==> config.mk <==
export PLATFORM = sky130hd
export DESIGN_NAME = perf_monitor
export DESIGN_NICKNAME = d
export VERILOG_FILES = /design/src/rtl/pmu_pkg.sv /design/src/rtl/pmu_ctrl_reg.sv /design/src/rtl/pmu_prescale.sv /design/src/rtl/pmu_counter.sv /design/src/rtl/perf_monitor.sv
export SDC_FILE = /design/constraint.sdc
export NUM_CORES = 1
export LEC_CHECK = 0
export ABC_AREA = 1
export BUFFER_PORTS_ARGS = -buffer_cell sky130_fd_sc_hd__buf_2
export CORE_MARGIN = 10
export CORE_UTILIZATION = 25
export DETAILED_ROUTE_END_ITERATION = 10
export PLACE_DENSITY = 0.38
export SYNTH_ARGS = -nofsm -noshare
export SYNTH_HDL_FRONTEND = slang
export SYNTH_HIERARCHICAL = 1
export SYNTH_SLANG_ARGS = --single-unit
==> constraint.sdc <==
create_clock -name clk -period 2.5 [get_ports clk]
set_input_delay 0.5 -clock clk [delete_from_list [all_inputs] [get_ports clk]]
set_output_delay 0.5 -clock clk [all_outputs]
set_load 0.02 [all_outputs]
==> src/rtl/pmu_pkg.sv <==
package pmu_pkg;
    localparam int CNT_W      = 32;
    localparam int SEL_W      = 8;
    localparam int NUM_EVENTS = 23;
    localparam int DIV_BITS   = 6;
    localparam int REG_AW     = 2;
    localparam int NUM_CH     = 3;
    localparam int EIDX_W     = $clog2(NUM_EVENTS);
    localparam int EV_PAD     = 1 << EIDX_W;

    // control word bit positions (software decodes these)
    localparam int B_RUN   = 0;
    localparam int B_EVCLR = 1;
    localparam int B_CYCLR = 2;
    localparam int B_SLOW  = 3;
    localparam int B_IE    = 4;   // 3 bits: ev0, ev1, cyc
    localparam int B_OVF   = 8;   // 3 bits: ev0, ev1, cyc
    localparam int B_SEL0  = 12;
    localparam int B_SEL1  = 20;

    // channel indices match the order of the enable and flag fields
    localparam int CH_EV0 = 0;
    localparam int CH_EV1 = 1;
    localparam int CH_CYC = 2;

    localparam logic [REG_AW-1:0] A_CTRL = 2'd0;
    localparam logic [REG_AW-1:0] A_CYC  = 2'd1;
    localparam logic [REG_AW-1:0] A_EV0  = 2'd2;
    localparam logic [REG_AW-1:0] A_EV1  = 2'd3;

    typedef enum logic [1:0] {
        PS_HALT = 2'd0,
        PS_FULL = 2'd1,
        PS_DIV  = 2'd2
    } ps_state_e;

    function automatic logic [REG_AW-1:0] ch_addr(input int ch);
        case (ch)
            CH_EV0:  return A_EV0;
            CH_EV1:  return A_EV1;
            default: return A_CYC;
        endcase
    endfunction
endpackage

==> src/rtl/pmu_ctrl_reg.sv <==
module pmu_ctrl_reg
    import pmu_pkg::*;
(
    input  logic                        clk,
    input  logic                        rst_n,
    input  logic                        wr,
    input  logic [31:0]                 wdata,
    input  logic [NUM_CH-1:0]           wrap,
    output logic                        run_q,
    output logic                        run_d,
    output logic                        slow_q,
    output logic                        slow_d,
    output logic [NUM_CH-1:0]           ie_q,
    output logic [NUM_CH-1:0]           ovf_q,
    output logic [1:0][SEL_W-1:0]       sel_q,
    output logic                        evt_clr,
    output logic                        cyc_clr,
    output logic [31:0]                 rd_val
);
    logic [NUM_CH-1:0] ovf_d;
    logic [NUM_CH-1:0] w1c;
    logic              unused_wbits;

    assign unused_wbits = ^{wdata[7], wdata[11], wdata[31:28]};

    always_comb begin
        run_d   = wr ? wdata[B_RUN]  : run_q;
        slow_d  = wr ? wdata[B_SLOW] : slow_q;
        evt_clr = wr & wdata[B_EVCLR];
        cyc_clr = wr & wdata[B_CYCLR];
        w1c     = wr ? wdata[B_OVF +: NUM_CH] : '0;
        ovf_d   = (ovf_q & ~w1c) | wrap;
    end

    always_ff @(posedge clk or negedge rst_n) begin
        if (!rst_n) begin
            run_q  <= 1'b0;
            slow_q <= 1'b0;
            ie_q   <= '0;
            ovf_q  <= '0;
            sel_q  <= '0;
        end else begin
            run_q  <= run_d;
            slow_q <= slow_d;
            ovf_q  <= ovf_d;
            if (wr) begin
                ie_q     <= wdata[B_IE +: NUM_CH];
                sel_q[0] <= wdata[B_SEL0 +: SEL_W];
                sel_q[1] <= wdata[B_SEL1 +: SEL_W];
            end
        end
    end

    always_comb begin
        rd_val                    = '0;
        rd_val[B_RUN]             = run_q;
        rd_val[B_SLOW]            = slow_q;
        rd_val[B_IE +: NUM_CH]    = ie_q;
        rd_val[B_OVF +: NUM_CH]   = ovf_q;
        rd_val[B_SEL0 +: SEL_W]   = sel_q[0];
        rd_val[B_SEL1 +: SEL_W]   = sel_q[1];
    end
endmodule

==> src/rtl/pmu_prescale.sv <==
module pmu_prescale
    import pmu_pkg::*;
(
    input  logic clk,
    input  logic rst_n,
    input  logic run_d,
    input  logic slow_d,
    input  logic cyc_clr,
    output logic tick
);
    ps_state_e           state_q;
    ps_state_e           state_d;
    logic [DIV_BITS-1:0] div_q;

    // next state follows the control bits being loaded this edge
    always_comb begin
        if (!run_d)      state_d = PS_HALT;
        else if (slow_d) state_d = PS_DIV;
        else             state_d = PS_FULL;
    end

    always_ff @(posedge clk or negedge rst_n) begin
        if (!rst_n) state_q <= PS_HALT;
        else        state_q <= state_d;
    end

    always_ff @(posedge clk or negedge rst_n) begin
        if (!rst_n)                                div_q <= '0;
        else if (state_d != PS_DIV || cyc_clr)     div_q <= '0;
        else if (state_q == PS_DIV)                div_q <= div_q + 1'b1;
        else                                       div_q <= '0;
    end

    always_comb begin
        unique case (state_q)
            PS_HALT: tick = 1'b0;
            PS_FULL: tick = 1'b1;
            PS_DIV:  tick = (div_q == '1);
            default: tick = 1'b0;
        endcase
    end
endmodule

==> src/rtl/pmu_counter.sv <==
module pmu_counter #(
    parameter int W = 32
) (
    input  logic         clk,
    input  logic         rst_n,
    input  logic         ld,
    input  logic [W-1:0] ld_val,
    input  logic         clr,
    input  logic         inc,
    output logic [W-1:0] cnt_q,
    output logic         wrap
);
    assign wrap = inc & ~ld & ~clr & (cnt_q == '1);

    always_ff @(posedge clk or negedge rst_n) begin
        if (!rst_n)   cnt_q <= '0;
        else if (ld)  cnt_q <= ld_val;
        else if (clr) cnt_q <= '0;
        else if (inc) cnt_q <= cnt_q + 1'b1;
    end
endmodule

==> src/rtl/perf_monitor.sv <==
module perf_monitor
    import pmu_pkg::*;
(
    input  logic                  clk,
    input  logic                  rst_n,
    input  logic [REG_AW-1:0]     reg_addr,
    input  logic                  reg_wr,
    input  logic [31:0]           reg_wdata,
    input  logic                  reg_rd,
    output logic [31:0]           reg_rdata,
    input  logic [NUM_EVENTS-1:0] event_i,
    output logic                  irq_o
);
    logic                        run_q, run_d, slow_q, slow_d;
    logic [NUM_CH-1:0]           ie_q, ovf_q, wrap, inc;
    logic [1:0][SEL_W-1:0]       sel_q;
    logic                        evt_clr, cyc_clr, tick, ctrl_wr;
    logic [31:0]                 ctrl_val;
    logic [NUM_CH-1:0][CNT_W-1:0] cnt;
    logic [EV_PAD-1:0]           ev_pad;
    logic                        unused_slow;

    assign ctrl_wr     = reg_wr && (reg_addr == A_CTRL);
    assign ev_pad      = EV_PAD'(event_i);
    assign unused_slow = slow_q;

    pmu_ctrl_reg u_ctrl (
        .clk     (clk),
        .rst_n   (rst_n),
        .wr      (ctrl_wr),
        .wdata   (reg_wdata),
        .wrap    (wrap),
        .run_q   (run_q),
        .run_d   (run_d),
        .slow_q  (slow_q),
        .slow_d  (slow_d),
        .ie_q    (ie_q),
        .ovf_q   (ovf_q),
        .sel_q   (sel_q),
        .evt_clr (evt_clr),
        .cyc_clr (cyc_clr),
        .rd_val  (ctrl_val)
    );

    pmu_prescale u_pre (
        .clk     (clk),
        .rst_n   (rst_n),
        .run_d   (run_d),
        .slow_d  (slow_d),
        .cyc_clr (cyc_clr),
        .tick    (tick)
    );

    for (genvar g = 0; g < 2; g++) begin : g_sel
        always_comb begin
            inc[g] = 1'b0;
            if (run_q && (sel_q[g] < SEL_W'(NUM_EVENTS)))
                inc[g] = ev_pad[sel_q[g][EIDX_W-1:0]];
        end
    end
    assign inc[CH_CYC] = run_q & tick;

    for (genvar c = 0; c < NUM_CH; c++) begin : g_cnt
        logic ld_c, clr_c;
        assign ld_c  = reg_wr && (reg_addr == ch_addr(c));
        assign clr_c = (c == CH_CYC) ? cyc_clr : evt_clr;
        pmu_counter #(.W(CNT_W)) u_cnt (
            .clk    (clk),
            .rst_n  (rst_n),
            .ld     (ld_c),
            .ld_val (reg_wdata[CNT_W-1:0]),
            .clr    (clr_c),
            .inc    (inc[c]),
            .cnt_q  (cnt[c]),
            .wrap   (wrap[c])
        );
    end

    always_ff @(posedge clk or negedge rst_n) begin
        if (!rst_n) reg_rdata <= '0;
        else if (reg_rd) begin
            unique case (reg_addr)
                A_CTRL:  reg_rdata <= ctrl_val;
                A_CYC:   reg_rdata <= 32'(cnt[CH_CYC]);
                A_EV0:   reg_rdata <= 32'(cnt[CH_EV0]);
                A_EV1:   reg_rdata <= 32'(cnt[CH_EV1]);
                default: reg_rdata <= '0;
            endcase
        end
    end

    assign irq_o = |(ovf_q & ie_q);
endmodule

; Word level (Yosys, flattened, before mapping)
; Index checks and enable logic that the tools add are counted.
[word_totals]
output_inout_bits = 33
in_bits = 61
word_cells = 87
ff_bits = 160
[op_classes]
n_eq_ne = 10
n_mux = 24
bitwise = 21
n_lt_le_gt_ge = 4
reduce_logical = 12
add_sub_neg = 4
[op_table]
columns = operator, n
row1 = $mux W32, 9
row2 = $pmux W32 S4, 1
row3 = $add A32 B1 Y32 const B, 3
row4 = $eq A32 B32 Y1 const B, 3
row5 = $lt A8 B5 Y1 const B, 2
row6 = $and A1 B1 Y1, 12
row7 = $lt A5 B6 Y1 const B, 2
row8 = $mux W6, 2
row9 = $bmux W1 S5, 2
row10 = $reduce_bool A3 Y1, 3
row11 = $add A6 B1 Y6 const B, 1
row12 = $and A3 B3 Y3, 2
row13 = $eq A2 B2 Y1 const B, 3
row14 = $eq A6 B6 Y1 const B, 1
row15 = $logic_and A1 B1 Y1, 6
row16 = $mux W1, 6
row17 = $not A1 Y1, 5
row18 = $eq A2 B1 Y1 const B, 2
row19 = $mux W2, 2
row20 = $mux W3, 1
row21 = $not A3 Y3, 1
row22 = $or A3 B3 Y3, 1
row23 = $reduce_or A3 Y1, 1
row24 = $logic_not A2 Y1, 1
row25 = other kinds (3), 3

; Longest topological paths before layout
[logic_depth]
ltp_word = 8
ltp_mapped = 17

; Modules after synthesis
; The synthesis kept the hierarchy.
[by_module_without_submodules]
columns = module, seq_area_each_um2, instances, cells_per_inst, area_per_inst_um2
row1 = pmu_counter, 800.8, 3, 371, 2423.6
row2 = perf_monitor, 800.8, 1, 411, 2836.5
row3 = pmu_ctrl_reg, 600.6, 1, 141, 1255.0
row4 = pmu_prescale, 200.2, 1, 50, 426.7

; Least setup slack after synthesis
; OpenSTA, ideal clock, no wires.
[synth_timing]
path_kind = input to register
start = input reg_addr[0]
end = register g_cnt[0].u_cnt.cnt_q[14]
cell_stages = 13
setup_ps = 123
t_arrival_ps = 1917
setup_slack_ps = 459
path_buffers = 3
path_cell_list = inv_2 > nand2_2 > nor2_1 > buf_6 > buf_6 > nand2_1 > inv_1 > nor2_8 > inv_2 > buf_2 > nor2_1 > a22oi_1 > o21ai_1
[synth_between]
elab_chain_len = 5
[synth_rtl]
columns = element, line
row1 = "start, declared", perf_monitor.sv:6  ; input logic [REG_AW-1:0] reg_addr,
row2 = $logic_not A2 Y1 *, perf_monitor.sv:23  ; assign ctrl_wr = reg_wr && (reg_addr == A_CTRL);
row3 = $logic_and A1 B1 Y1 *, perf_monitor.sv:23
row4 = net ctrl_wr, perf_monitor.sv:17  ; logic evt_clr, cyc_clr, tick, ctrl_wr;
row5 = $and A1 B1 Y1 *, pmu_ctrl_reg.sv:29  ; evt_clr = wr & wdata[B_EVCLR];
row6 = net evt_clr, perf_monitor.sv:17
row7 = $mux W32, pmu_counter.sv:18  ; else if (clr) cnt_q <= '0;
row8 = $mux W32, pmu_counter.sv:17  ; else if (ld) cnt_q <= ld_val;
row9 = "end signal, assigned", pmu_counter.sv:17
row10 = "end signal, assigned", pmu_counter.sv:19  ; else if (inc) cnt_q <= cnt_q + 1'b1;
row11 = "end, declared", pmu_counter.sv:10  ; output logic [W-1:0] cnt_q,
; Mark *: on every way through the listed nets, which the timed path passes. The rest lies on a longest branch.
; A chain may end at the register's enable or synchronous reset.

; Final worst setup path
[layout_timing]
start = register u_ctrl.sel_q (netlist bit u_ctrl/rd_val[12])
end = register g_cnt[0].u_cnt.cnt_q[9]
[layout_between]
elab_chain_len = 4
[layout_rtl]
columns = element, line
row1 = "start, declared", pmu_ctrl_reg.sv:15  ; output logic [1:0][SEL_W-1:0] sel_q,
row2 = $bmux W1 S5 / $lt A8 B5 Y1 (equally long branches), "perf_monitor.sv:58, perf_monitor.sv:57"
row3 = $mux W1 (not written as such) / $logic_and A1 B1 Y1 (equally long branches), "perf_monitor.sv:58, perf_monitor.sv:57"
row4 = $mux W1 *, perf_monitor.sv:57  ; if (run_q && (sel_q[g] < SEL_W'(NUM_EVENTS)))
row5 = net inc[0], perf_monitor.sv:15  ; logic [NUM_CH-1:0] ie_q, ovf_q, wrap, inc;
row6 = $reduce_bool A3 Y1 (no line) *, --
; Mark *: on every way through the listed nets, which the timed path passes. The rest lies on a longest branch. The select of a mux whose other input is x is not followed.

==> metrics.md <==
| Metric | Value |
|---|---|
| Initial Utilization | 25.3% |
| Row count | 79 |
| Seq/Total Area, Yosys | 34.0% |
| Cell with the most instances after synthesis | nand2_1 |
| Final HPWL DP | 38,200 um |
| Clock Sink Count | 160 |
| Synth cell types | 38 |
| Fmax | 446 MHz |
| Pin count of the biggest net entering global routing | 45 |
| Placed cell count | 2,375 |
| Vias per std cell | 4.77 |
| Synth Warn # | 6 |
| Worst Setup End Kind | flop |
| Crit start category | flop |
| Max FO, Critical Path | 12 |
| Ys async rst share | 100% |
| Rel. slew slack | 63.6% |
| GRT overflow | 0 |
| Final wirelength | 49,100 um |
| Vias in the first global route | 11,300 |
| CTS tree | done |
| Final net count | 1,855 |
| GPL Wtd Cong | 0.902 |
| Switching pwr | 5.02 mW |
| Antenna violations before repair | 2 |
| Core area | 46,600 sq um |
| Fin. max-slew vios | 0 |
| # DRC | 0 |
| Pre-antenna DRT Iters | 6 |
| CTS clock-pin slew for the worst setup and hold paths | 0.07 ns |
| Via count | 11,500 |
| RSZ-0062 raised after global routing | false |
| Final antenna-violating net count | 0 |
| Total leakage power | 6.26 nW |
| Setup-violating endpoint count in the final report | 0 |
| Mean Syn Cell Area | 6.87 sq um |
| Peak supply drop | 0.341 mV |
| Cell accounting for the most synthesized area | dfrtp_1 |
| Final Cycle Share | 89.7% |
| Dominant cells by area after synthesis | dfrtp_1, nand2_1, a21oi_1, nor2_1, nand3_1 |
| WP data arrival | 2.60 ns |
| Area grow syn2layout | 14.5% |
| CTS HTree Levels | 4 |
| Main synth FF type | dfrtp_1 |
| Final Hold Viols | 0 |
| Worst Slack Setup Final | 0.257 ns |
| Comb pwr share | 34.3% |
| Most frequent cells after synthesis | nand2_1, nor2_1, a21oi_1, dfrtp_1, inv_1 |
| IO Count | 94 |
| Setup TNS | 0 ns |
| Layout fillers | 5,146 |
| GRT Total Usage | 17.3% |
| DP Worst Slack | 0.234 ns |
| WP data required | 2.86 ns |
| Root Driver | clkbuf_16 |
| Post-CTS Setup Inserts | 0 |
| Switching Share | 44.4% |
| Buffers on Ports | 93 |
| Synth Instances | 1,715 |
| Skew final | 0.0120 ns |
| Yosys top cell area share | 34.0% |
| Worst Tran Pin Value | 0.546 ns |
| Clock latency at the later pin of the worst-skew pair | 0.46 ns |
| Int Pwr | 6.29 mW |
| PwrDens | 838 nW/um^2 |
| Num CTS Buffers | 17 |
| Synth Register Bits | 160 |
| Layout cell share with drive strength beyond 1 | 19.1% |
| EDFF count, synth | 0 |
| Crit Path Category | reg -> reg |
| Final Non-Filler Cells | 2,408 |
| Flop pwr share | 41.2% |
| HP Class | in -> reg |
| Die X-Extent | 237 um |
| Iter 0 DRT Violations | 1,028 |
| First-pass GRT wire length | 74,100 um |
| Fin util | 29.0% |
| Longest Clk Path Bufs | 2 |
| Synthesized area | 11,800 sq um |
| Antenna cells | 0 |
| WL per Instance | 20.4 um |
| Minimum clock period | 2.24 ns |
| Status | finished clean |
| Die Ht | 237 um |
| Clock power frac | 24.5% |
| Total of max-cap violations | 0 |
| DIE AREA | 56,200 sq um |
-- power groups by stage --
| stage | registers [mW] | logic [mW] | clock network (mW) |
|---|---|---|---|
| 6_report | 4.66 | 3.88 | 2.77 |
| 5_1_grt | 4.82 | 4.39 | 2.95 |
| 4_1_cts | 4.67 | 3.90 | 2.86 |
| 3_5_place_dp | 4.71 | 3.88 | 0 |
| 3_3_place_gp | 4.71 | 3.86 | 0 |
| 2_1_floorplan | 4.29 | 2.72 | 0 |
-- layout make-up --
cell class,instances,area [sq um],share of cell area [%]
Tap cell,607,759,5.63
Multi-Input combinational cell,1289,6520,48.3
Sequential cell,160,4010,29.7
Inverter,178,669,4.96
Timing Repair Buffer,142,955,7.07
Clock inverter,12,135,1.00
Clock buffer,20,457,3.38
-- kinds of logic after synthesis --
family / Yosys count / share of synthesized area (%)
flip-flops: 160 / 34.0
other: 1 / 0.0318
AND/OR/NAND/NOR: 950 / 36.5
AO/OA/AOI/OAI: 325 / 17.6
buffers and inverters: 273 / 11.2
adder cells (fa/ha/maj): 6 / 0.637
-- registers in the layout, summed over array words and instances (netlist names) --
| name | count |
|---|---|
| reg_rdata | 32 |
| u_ctrl/slow_q | 1 |
| u_ctrl/ie_q | 3 |
| u_ctrl/run_q | 1 |
| g_cnt.u_cnt/cnt_q | 96 |
| u_ctrl/rd_val | 16 |
| u_pre/state_q | 2 |
| u_pre/div_q | 6 |
| u_ctrl/ovf_q | 3 |
-- per-layer routing --
| layer | GRT usage [%] | share of wire (%) | vias up |
|---|---|---|---|
| li1 | - | - | 5679 |
| met1 | 23.3 | 46 | 5544 |
| met2 | 28.7 | 47 | 226 |
| met3 | 2.17 | 4.3 | 46 |
| met4 | 4.63 | 1.8 | 2 |
| met5 | 0 | 0.024 | - |
-- cell usage in the layout, fill, tap and decap left out, drive strengths merged --
master and count:
a21oi 171, or2 3, ha 6, conb 8, o21a 3, bufinv 2, clkbuf 20, a22oi 21
dfrtp 160, nand4 1, o211ai 9, dlygate4sd3 1, a41oi 25, nand2 532, nand3b 2, nor3 19
nand3 142, and2 3, a31oi 1, buf 141, inv 178, clkinv 6, o21ai 92, nor2 248
clkinvlp 4, a21o 3
-- timing repair --
| item | 4_1_cts | 5_1_grt |
|---|---|---|
| hold buffers | 1 | 0 |
| endpoints found under the hold margin | 2 | 0 |
| gates resized for setup | 0 | 1 |
| endpoints found under the setup margin | 0 | 1 |
-- critical path: stages (launching register included) --
cell,delay (ns)
dfrtp_1,0.39
inv_1,0.30
nand2_1,0.10
nand3_1,0.08
nand2_1,0.06
nand2_1,0.05
nand3_1,0.07
nand2_1,0.07
nor2_1,0.04
buf_4,0.16
nor2_4,0.24
inv_2,0.11
buf_12,0.15
a21o_1,0.16
o21ai_1,0.09
inv_2,0.04
-- metrics by stage --
stage | hold WS (ns) | power, mW | cell area (sq um)
2_1_floorplan | 0.204 | 7.01 | 11800
3_3_place_gp | 0.463 | 8.58 | 12900
3_5_place_dp | 0.464 | 8.59 | 12900
4_1_cts | 0.324 | 11.4 | 13500
5_1_grt | 0.358 | 12.2 | 13500
6_report | 0.354 | 11.3 | 13500
-- path summary, 6_finish.rpt --
check                                           to              start  slack [ns]  cells after the start
setup / recovery           g_cnt[0].u_cnt/cnt_q[9]  u_ctrl/rd_val[12]        0.26                     15
hold / removal                      u_ctrl/ie_q[0]       reg_wdata[4]        0.35                      3
setup reg to reg           g_cnt[0].u_cnt/cnt_q[9]  u_ctrl/rd_val[12]        0.26                     15
hold reg to reg                      reg_rdata[26]      reg_rdata[26]        0.48                      2
max in group asynchronous        u_ctrl/rd_val[20]              rst_n        1.26                      3
min in group asynchronous  g_cnt[1].u_cnt/cnt_q[3]              rst_n        0.57                      2
Note: power is estimated with default switching activity, not from simulation.
